[src/rtl/sq_pkg.sv]
package sq_pkg;

    // Per-slot bookkeeping: occupancy and liveness are kept apart
    typedef struct packed {
        logic used;
        logic live;
    } slot_flags_t;

    // Slot movement for one cycle
    typedef enum logic {
        MV_KEEP  = 1'b0,
        MV_SHIFT = 1'b1
    } slot_move_e;

    // Apply a cancel request; an unoccupied slot cannot become live
    function automatic slot_flags_t apply_cancel(slot_flags_t f, logic kill);
        slot_flags_t r;
        r.used = f.used;
        r.live = f.live & f.used & ~kill;
        return r;
    endfunction

    // Flags of a freshly written entry
    function automatic slot_flags_t fresh_entry();
        slot_flags_t r;
        r.used = 1'b1;
        r.live = 1'b1;
        return r;
    endfunction

endpackage

[src/rtl/sq_ctrl.sv]
module sq_ctrl #(
    parameter int DEPTH = 4
) (
    input  logic [DEPTH-1:0] used_vec,
    input  logic             head_live,
    input  logic             deq_ready,
    input  logic             head_kill,
    input  logic             enq_valid,
    output logic             shift,
    output logic             enq_ready,
    output logic [DEPTH-1:0] wr_sel
);
    localparam int CNT_W = $clog2(DEPTH + 1);

    logic [CNT_W-1:0] fill;
    logic [CNT_W-1:0] wpos;
    logic             enq_fire;

    always_comb begin
        // head leaves when taken, when already dead, or when killed now
        shift     = used_vec[0] & (deq_ready | ~head_live | head_kill);
        enq_ready = ~used_vec[DEPTH-1] | shift;
        enq_fire  = enq_valid & enq_ready;
        fill      = CNT_W'($countones(used_vec));
        wpos      = fill - CNT_W'(shift);
    end

    for (genvar g = 0; g < DEPTH; g++) begin : g_sel
        assign wr_sel[g] = enq_fire & (wpos == CNT_W'(g));
    end

endmodule

[src/rtl/sq_slot.sv]
module sq_slot
    import sq_pkg::*;
#(
    parameter int DATA_W = 8
) (
    input  logic              clk,
    input  logic              rst,
    input  logic              shift,
    input  logic              kill_self,
    input  logic              kill_next,
    input  slot_flags_t       nxt_flags,
    input  logic [DATA_W-1:0] nxt_data,
    input  logic              wr_en,
    input  logic [DATA_W-1:0] wr_data,
    output slot_flags_t       flags_q,
    output logic [DATA_W-1:0] data_q
);
    slot_move_e        move;
    slot_flags_t       flags_n;
    logic [DATA_W-1:0] data_n;

    always_comb begin
        move = shift ? MV_SHIFT : MV_KEEP;
        unique case (move)
            MV_SHIFT: begin
                flags_n = apply_cancel(nxt_flags, kill_next);
                data_n  = nxt_data;
            end
            default: begin
                flags_n = apply_cancel(flags_q, kill_self);
                data_n  = data_q;
            end
        endcase
        if (wr_en) begin
            flags_n = fresh_entry();
            data_n  = wr_data;
        end
    end

    always_ff @(posedge clk) begin
        if (rst) begin
            flags_q <= '0;
            data_q  <= '0;
        end else begin
            flags_q <= flags_n;
            data_q  <= data_n;
        end
    end

endmodule

[src/rtl/inval_shift_queue.sv]
module inval_shift_queue
    import sq_pkg::*;
#(
    parameter int DEPTH  = 4,
    parameter int DATA_W = 8
) (
    input  logic              clk,
    input  logic              rst,
    input  logic              enq_valid,
    input  logic [DATA_W-1:0] enq_data,
    output logic              enq_ready,
    output logic              deq_valid,
    output logic [DATA_W-1:0] deq_data,
    input  logic              deq_ready,
    input  logic [DEPTH-1:0]  inval
);
    slot_flags_t       flg     [DEPTH];
    logic [DATA_W-1:0] dat     [DEPTH];
    slot_flags_t       nbr_flg [DEPTH];
    logic [DATA_W-1:0] nbr_dat [DEPTH];
    logic [DEPTH-1:0]  nbr_kill;
    logic [DEPTH-1:0]  used_q;
    logic [DEPTH-1:0]  live_q;
    logic [DEPTH-1:0]  wr_sel;
    logic              shift;

    sq_ctrl #(.DEPTH(DEPTH)) u_ctrl (
        .used_vec  (used_q),
        .head_live (live_q[0]),
        .deq_ready (deq_ready),
        .head_kill (inval[0]),
        .enq_valid (enq_valid),
        .shift     (shift),
        .enq_ready (enq_ready),
        .wr_sel    (wr_sel)
    );

    for (genvar g = 0; g < DEPTH; g++) begin : g_slot
        if (g == DEPTH - 1) begin : g_tail
            assign nbr_flg[g]  = '0;
            assign nbr_dat[g]  = '0;
            assign nbr_kill[g] = 1'b0;
        end else begin : g_body
            assign nbr_flg[g]  = flg[g+1];
            assign nbr_dat[g]  = dat[g+1];
            assign nbr_kill[g] = inval[g+1];
        end

        sq_slot #(.DATA_W(DATA_W)) u_slot (
            .clk       (clk),
            .rst       (rst),
            .shift     (shift),
            .kill_self (inval[g]),
            .kill_next (nbr_kill[g]),
            .nxt_flags (nbr_flg[g]),
            .nxt_data  (nbr_dat[g]),
            .wr_en     (wr_sel[g]),
            .wr_data   (enq_data),
            .flags_q   (flg[g]),
            .data_q    (dat[g])
        );

        assign used_q[g] = flg[g].used;
        assign live_q[g] = flg[g].live;
    end

    assign deq_valid = used_q[0] & live_q[0];
    assign deq_data  = dat[0];

endmodule

[config.mk]
export PLATFORM = sky130hd
export DESIGN_NAME = inval_shift_queue
export DESIGN_NICKNAME = d
export VERILOG_FILES = /design/src/rtl/sq_pkg.sv /design/src/rtl/sq_ctrl.sv /design/src/rtl/sq_slot.sv /design/src/rtl/inval_shift_queue.sv
export SDC_FILE = /design/constraint.sdc
export NUM_CORES = 1
export LEC_CHECK = 0
export BUFFER_PORTS_ARGS = -buffer_cell sky130_fd_sc_hd__buf_4
export CELL_PAD_IN_SITES_DETAIL_PLACEMENT = 0
export CELL_PAD_IN_SITES_GLOBAL_PLACEMENT = 1
export CORE_ASPECT_RATIO = 0.8
export CORE_MARGIN = 2
export CORE_UTILIZATION = 46
export CTS_CLUSTER_SIZE = 10
export DETAILED_ROUTE_END_ITERATION = 8
export HOLD_SLACK_MARGIN = 0.03
export PLACE_DENSITY = 0.8
export SLEW_MARGIN = 20
export SYNTH_ARGS = -nofsm -noshare
export SYNTH_HDL_FRONTEND = slang
export SYNTH_SLANG_ARGS = --single-unit
[constraint.sdc]
create_clock -name clk -period 9 [get_ports clk]
set_input_delay 0.9 -clock clk [delete_from_list [all_inputs] [get_ports clk]]
set_output_delay 0.9 -clock clk [all_outputs]
set_load 0.01 [all_outputs]
Yosys cells after proc, flatten, opt, wreduce, memory -nomap -nowiden
Cells that the tools add are included.
{ "word_totals": {"ff_bits": 40, "input_bits": 16} }
{ "op_classes": {"bitwise": 23, "n_mux": 17, "reduce_logical": 5, "addsub": 4, "n_eq_ne": 3} }
{ "op_table": {"columns": ["cell", "n"], "rows": [
  ["two-way mux 8 bit", 8],
  ["two-way mux 2 bit", 8],
  ["bitwise AND 1 bit", 14],
  ["nonzero test 2 bit", 4],
  ["== test 3 x 2 -> 1 bit, second input constant", 2],
  ["NOT 1 bit", 6],
  ["adder 1 x 1 -> 2 bit", 2],
  ["adder 3 bit", 1],
  ["== test 3 x 1 -> 1 bit, second input constant", 1],
  ["logical NOT 3 bit", 1],
  ["bitwise OR 1 bit", 3],
  ["subtractor 3 x 1 -> 3 bit", 1],
  ["two-way mux 1 bit", 1]
]} }

Longest topological paths before layout
{ "logic_depth": {"depth_word": 8, "depth_mapped": 15, "mapped_depth_nobuf": 12} }

Hierarchy
A second synthesis with hierarchy kept.
{ "hier_totals": {"cells_unflattened": 192, "area_unflattened_um2": 2001.9} }
{ "modules_own_cells": {"columns": ["mod", "instances", "area_each_um2", "cells_each"], "rows": [
  ["sq_slot", 4, 450.4, 42],
  ["sq_ctrl", 1, 190.2, 22],
  ["inval_shift_queue", 1, 10.0, 2]
]} }

Worst setup path after synthesis
Ideal clock, no wire load.
{ "synth_timing": {"kind": "input to register", "start": "in inval[0]", "end": "reg g_slot[2].u_slot.flags_q[1] (netlist bit)", "arrival_ns": 3.674, "setup_slack_ns": 5.251, "path_stages": 15, "required_time_ns": 8.925, "path_buffers": 4, "path_cell_list": "or3b_4 nand2_2 inv_2 buf_2 buf_2 ha_1 inv_1 ha_1 inv_1 fa_1 or2_1 clkbuf_2 or3_1 buf_2 a31oi_1"} }
{ "synth_via": {"elab_chain_len": 6, "elab_cells_between_ends": 10} }
{ "synth_lines": {"columns": ["item", "line", "source"], "rows": [
  ["start: declaration", "inval_shift_queue.sv:15", "input logic [DEPTH-1:0] inval"],
  ["bitwise OR 1 bit (*)", "sq_ctrl.sv:21", "shift = used_vec[0] & (deq_ready | ~head_live | head_kill);"],
  ["bitwise AND 1 bit (*)", "sq_ctrl.sv:21", null],
  ["subtractor 3 x 1 -> 3 bit or bitwise OR 1 bit (tied branches)", "sq_ctrl.sv:25, sq_ctrl.sv:22", null],
  ["== test 3 x 2 -> 1 bit or bitwise AND 1 bit (tied branches)", "sq_ctrl.sv:29, sq_ctrl.sv:23", null],
  ["bitwise AND 1 bit", "sq_ctrl.sv:29", "assign wr_sel[g] = enq_fire & (wpos == CNT_W'(g));"],
  ["two-way mux 2 bit or nonzero test 2 bit (tied branches)", null, null],
  ["end signal: assignment", "sq_slot.sv:45", "flags_q <= flags_n;"],
  ["end: declaration", "sq_slot.sv:15", "output slot_flags_t flags_q,"]
]} }
Mark *: on every way between the ends. The rest lies on a longest branch, timed or not.
A chain may end at the register's enable or synchronous reset.

Worst setup path after layout
{ "layout_timing": {"start": "in inval[0]", "end": "reg g_slot[2].u_slot.data_q[7]"} }
{ "layout_via": {"elab_chain_len": 6, "elab_cells_between_ends": 10} }
{ "layout_lines": {"columns": ["item", "line", "source"], "rows": [
  ["bitwise OR 1 bit (*)", "sq_ctrl.sv:21", null],
  ["bitwise AND 1 bit (*)", "sq_ctrl.sv:21", null],
  ["subtractor 3 x 1 -> 3 bit or bitwise OR 1 bit (tied branches)", "sq_ctrl.sv:25, sq_ctrl.sv:22", null],
  ["== test 3 x 2 -> 1 bit or bitwise AND 1 bit (tied branches)", "sq_ctrl.sv:29, sq_ctrl.sv:23", null],
  ["bitwise AND 1 bit", "sq_ctrl.sv:29", null],
  ["two-way mux 8 bit or nonzero test 2 bit (tied branches)", null, null],
  ["end signal: assignment", "sq_slot.sv:46", "data_q <= data_n;"],
  ["end: declaration", "sq_slot.sv:16", "output logic [DATA_W-1:0] data_q"]
]} }
Marks and branches as above.

==> impl_results.md <==
- Max Root-Sink Buffers: 2
- Overall Power: ~0.0007 W
- Routed WL per cell: 15.6 um
- Initial Util: 48.1%
- Fin area: 2150 um^2
- CTS resizes: 0
- Clock-pin slew on the worst setup and hold paths: approximately 0.08 ns
- Final hold violation count: 0
- Antenna violations before repair: 0
- Power density over the cells: roughly 320 nW/um^2
- Max incr delay on CP: between 0.6 and 0.7 ns
- Type of origin of the critical path: primary input
- Pleak: 0.761 nW
- Die W: 78.1 um
- Dominant cells by area after synthesis: dfxtp_1 40%, nand2_1 11%, o41ai_1 10%
- Root Buffer Master: clkbuf_8
- Syn Inst Count: around 230
- Sequential power share: between 30% and 40%
- Crit end category: flip-flop
- Port buffer count: 25
- Total GRT Usage: a little under a fifth
- DP Worst Slack: approximately 4.2 ns
- Clock Sinks: 40
- GR Util met3: under 10%
- Dpl cell area: slightly above 2000 um^2
- YS warnings: 0
- Sw power: roughly 0.00031 W
- Placer congestion estimate: approximately 0.75
- Die Ht: 63.3 um
- GR met2 Demand/Resource: 26.4%
- Setup Total Neg Slack: 0 ns
- CTS tree: built
- Post-Syn Area per Cell: roughly 8.9 um^2
- Min-Delay Path Class: flip-flop to flip-flop
- Setup Skew: slightly above 0.003 ns
- Fillers: 411
- Final setup viols: 0
- Setup Fix Bufs, Post-CTS: 0
- Hpwl dp: between 2 and 3 mm
- Top delay family on crit path: simple AND/OR/NAND/NOR gates
- CP max-delay cell: or3_1
- Seq cells post-synth: 40
- Max FO, Critical Path: 29
- Core Region: around 4200 um^2
- Row count: 21
- DRT antenna net count: 0
- Latest clock arrival within the worst-skew pair: just under 0.3 ns
- WHS: about 0.48 ns
- Vias in the first global route: 1479
- First-iteration detailed-routing DRC count: roughly 250
- DR pass1 iterations: 4
- Synth unique cells: 33
- # DRC: 0
- Area of the mapped netlist: between 2000 and 2500 um^2
- Synthesis-to-layout area growth: 6.44%
- Sw Share: between 40 and 50%
- Ports: 26
- Worst Max-Slew Pin Slew: just over 0.8 ns
- Synth top area share: 39.6%
- Final cycle utilization of the critical path: ~50%
- Diodes inserted: 0
- Max IR drop VDD: about 0.16 mV
- Largest net degree at the start of global routing: 32
- Dominant cell type by area after synthesis: dfxtp_1
- Global route overflow: 0
- Nets: approximately 260
- Max Slew Vio Count: 0
- Final WL: 4.54 mm
- Clk pwr share: around 17%
- RSZ-0062 raised after global routing: no
- Post-CTS Hold Buffers: 0
- Status: completed
- First-pass GRT wire length: roughly 7.5 mm
- GR peak layer: met1
- Via count: roughly 1600
- Bufs and invs on worst path: 4
- Layout cells sized above 1: 17.2%
- Internal: ~0.00039 W
- Seq/Total Area, Yosys: between 30% and 40%
- Total CTS buffers: 5
- Final WS setup: about 4.5 ns
- Vias per Instance: ~5.6
- Max-cap violations: 0
- Combinational power share: between 40% and 50%
- Syn_nets: 250
- Final worst path period need: approximately 4.5 ns
- DIE AREA: between 4000 and 5000 um^2
- H-tree depth: 2
- Cells along the critical path: buf_4 > or3b_4 > nand2_2 > inv_2 > ha_1 > inv_1 > ha_1 > inv_1 > fa_1 > xor2_1 > nand2_2 > or3_1 > a31oi_1
- Arrival time of the worst setup path: ~4.8 ns
- Worst slew margin: ~45%
- Req. time, crit path: between 9 and 10 ns
- Critical path class: primary input to flip-flop
- Met1 usage: ~30%
- Fmax achieved: around 0.22 GHz
## per-layer routing
layer	up-vias	share of wire (%)	wire length [um]
li1	835	-	-
met4	0	1.1	48
met1	744	52	2350
met5	-	0	0
met2	51	40	1820
met3	7	7.0	319
## cell usage in the layout (no fill, tap or decap), types with 2 or more instances in the layout
cell type  count
mux2i_1        2
inv_1          7
ha_1           5
buf_4         25
clkbuf_8       5
o21ai_0        2
a21oi_1        6
o41ai_1       24
inv_2          2
nand2_2        2
or3_1          3
nor2_1         4
dfxtp_1       40
a22o_1         8
nand2_1       57
a31oi_1       26
## registers in the layout, summed over array words and instances (netlist names)
signal / count
g_slot.u_slot.data_q: 32
g_slot.u_slot.flags_q: 8
## worst reg2reg max path, stage by stage, from the launching register on
cell and delay, ns:
dfxtp_1 0.33, or3b_4 0.40, nand2_2 0.47, inv_2 0.41
ha_1 0.40, inv_1 0.06, ha_1 0.14, inv_1 0.05
fa_1 0.37, xor2_1 0.22, nand2_2 0.35, or3_1 0.66
a31oi_1 0.21
## power by group through the flow
stage,registers [W],logic (W),clock network [W]
global placement,0.000263,0.000318,0
floorplan,0.000256,0.000275,0
global route,0.000268,0.000354,0.000127
detailed placement,0.000264,0.000319,0
CTS,0.000260,0.000321,0.000118
finish,0.000260,0.000323,0.000115
## stage by stage
step	utilization [%]	instances
finish	51.2	290
global route	51.2	290
CTS	51.2	290
detailed placement	49.3	283
global placement	49.3	283
floorplan	-	228
## Yosys cell counts, drive strengths merged
master	instances
ha	5
a22o	8
xor2	1
fa	1
or3	3
nor3b	1
buf	24
a311oi	1
nand2	59
nor4b	1
inv	9
o21ai	2
o41ai	24
nor2b	1
or2	1
a31oi	26
dfxtp	40
mux2i	2
a21oi	7
and2	2
nand2b	1
clkbuf	3
nand3b	1
nor2	4
or3b	1
## layout make-up
type,instances,area (um^2),area share (%)
Sequential cell,40,801,37.2
Multi-Input combinational cell,152,980,45.5
Clock inverter,1,5.00,0.233
Tap cell,57,71.3,3.32
Inverter,9,33.8,1.57
Clock buffer,6,72.6,3.37
Timing Repair Buffer,25,188,8.73
## worst paths after layout
path | from | end | slack, ns | cells past startpoint
setup reg to reg | g_slot[0].u_slot.flags_q[0] | g_slot[2].u_slot.data_q[7] | 4.87 | 12
hold reg to reg | g_slot[2].u_slot.data_q[7] | g_slot[1].u_slot.data_q[7] | 0.48 | 2
setup / recovery | inval[0] | g_slot[2].u_slot.data_q[7] | 4.46 | 13
hold / removal | g_slot[2].u_slot.data_q[7] | g_slot[1].u_slot.data_q[7] | 0.48 | 2
## cells by family after synthesis
family | Yosys count | share of synthesized area, %
adders and majority gates | 6 | 4.09
xor gates and xnor gates | 1 | 0.434
buffers and inverters | 36 | 11.9
and+or+nand+nor | 75 | 17.0
DFF | 40 | 39.6
AOI/OAI and AO/OA | 68 | 26.0
muxes | 2 | 0.991
Power figures use the tool's default switching activity.
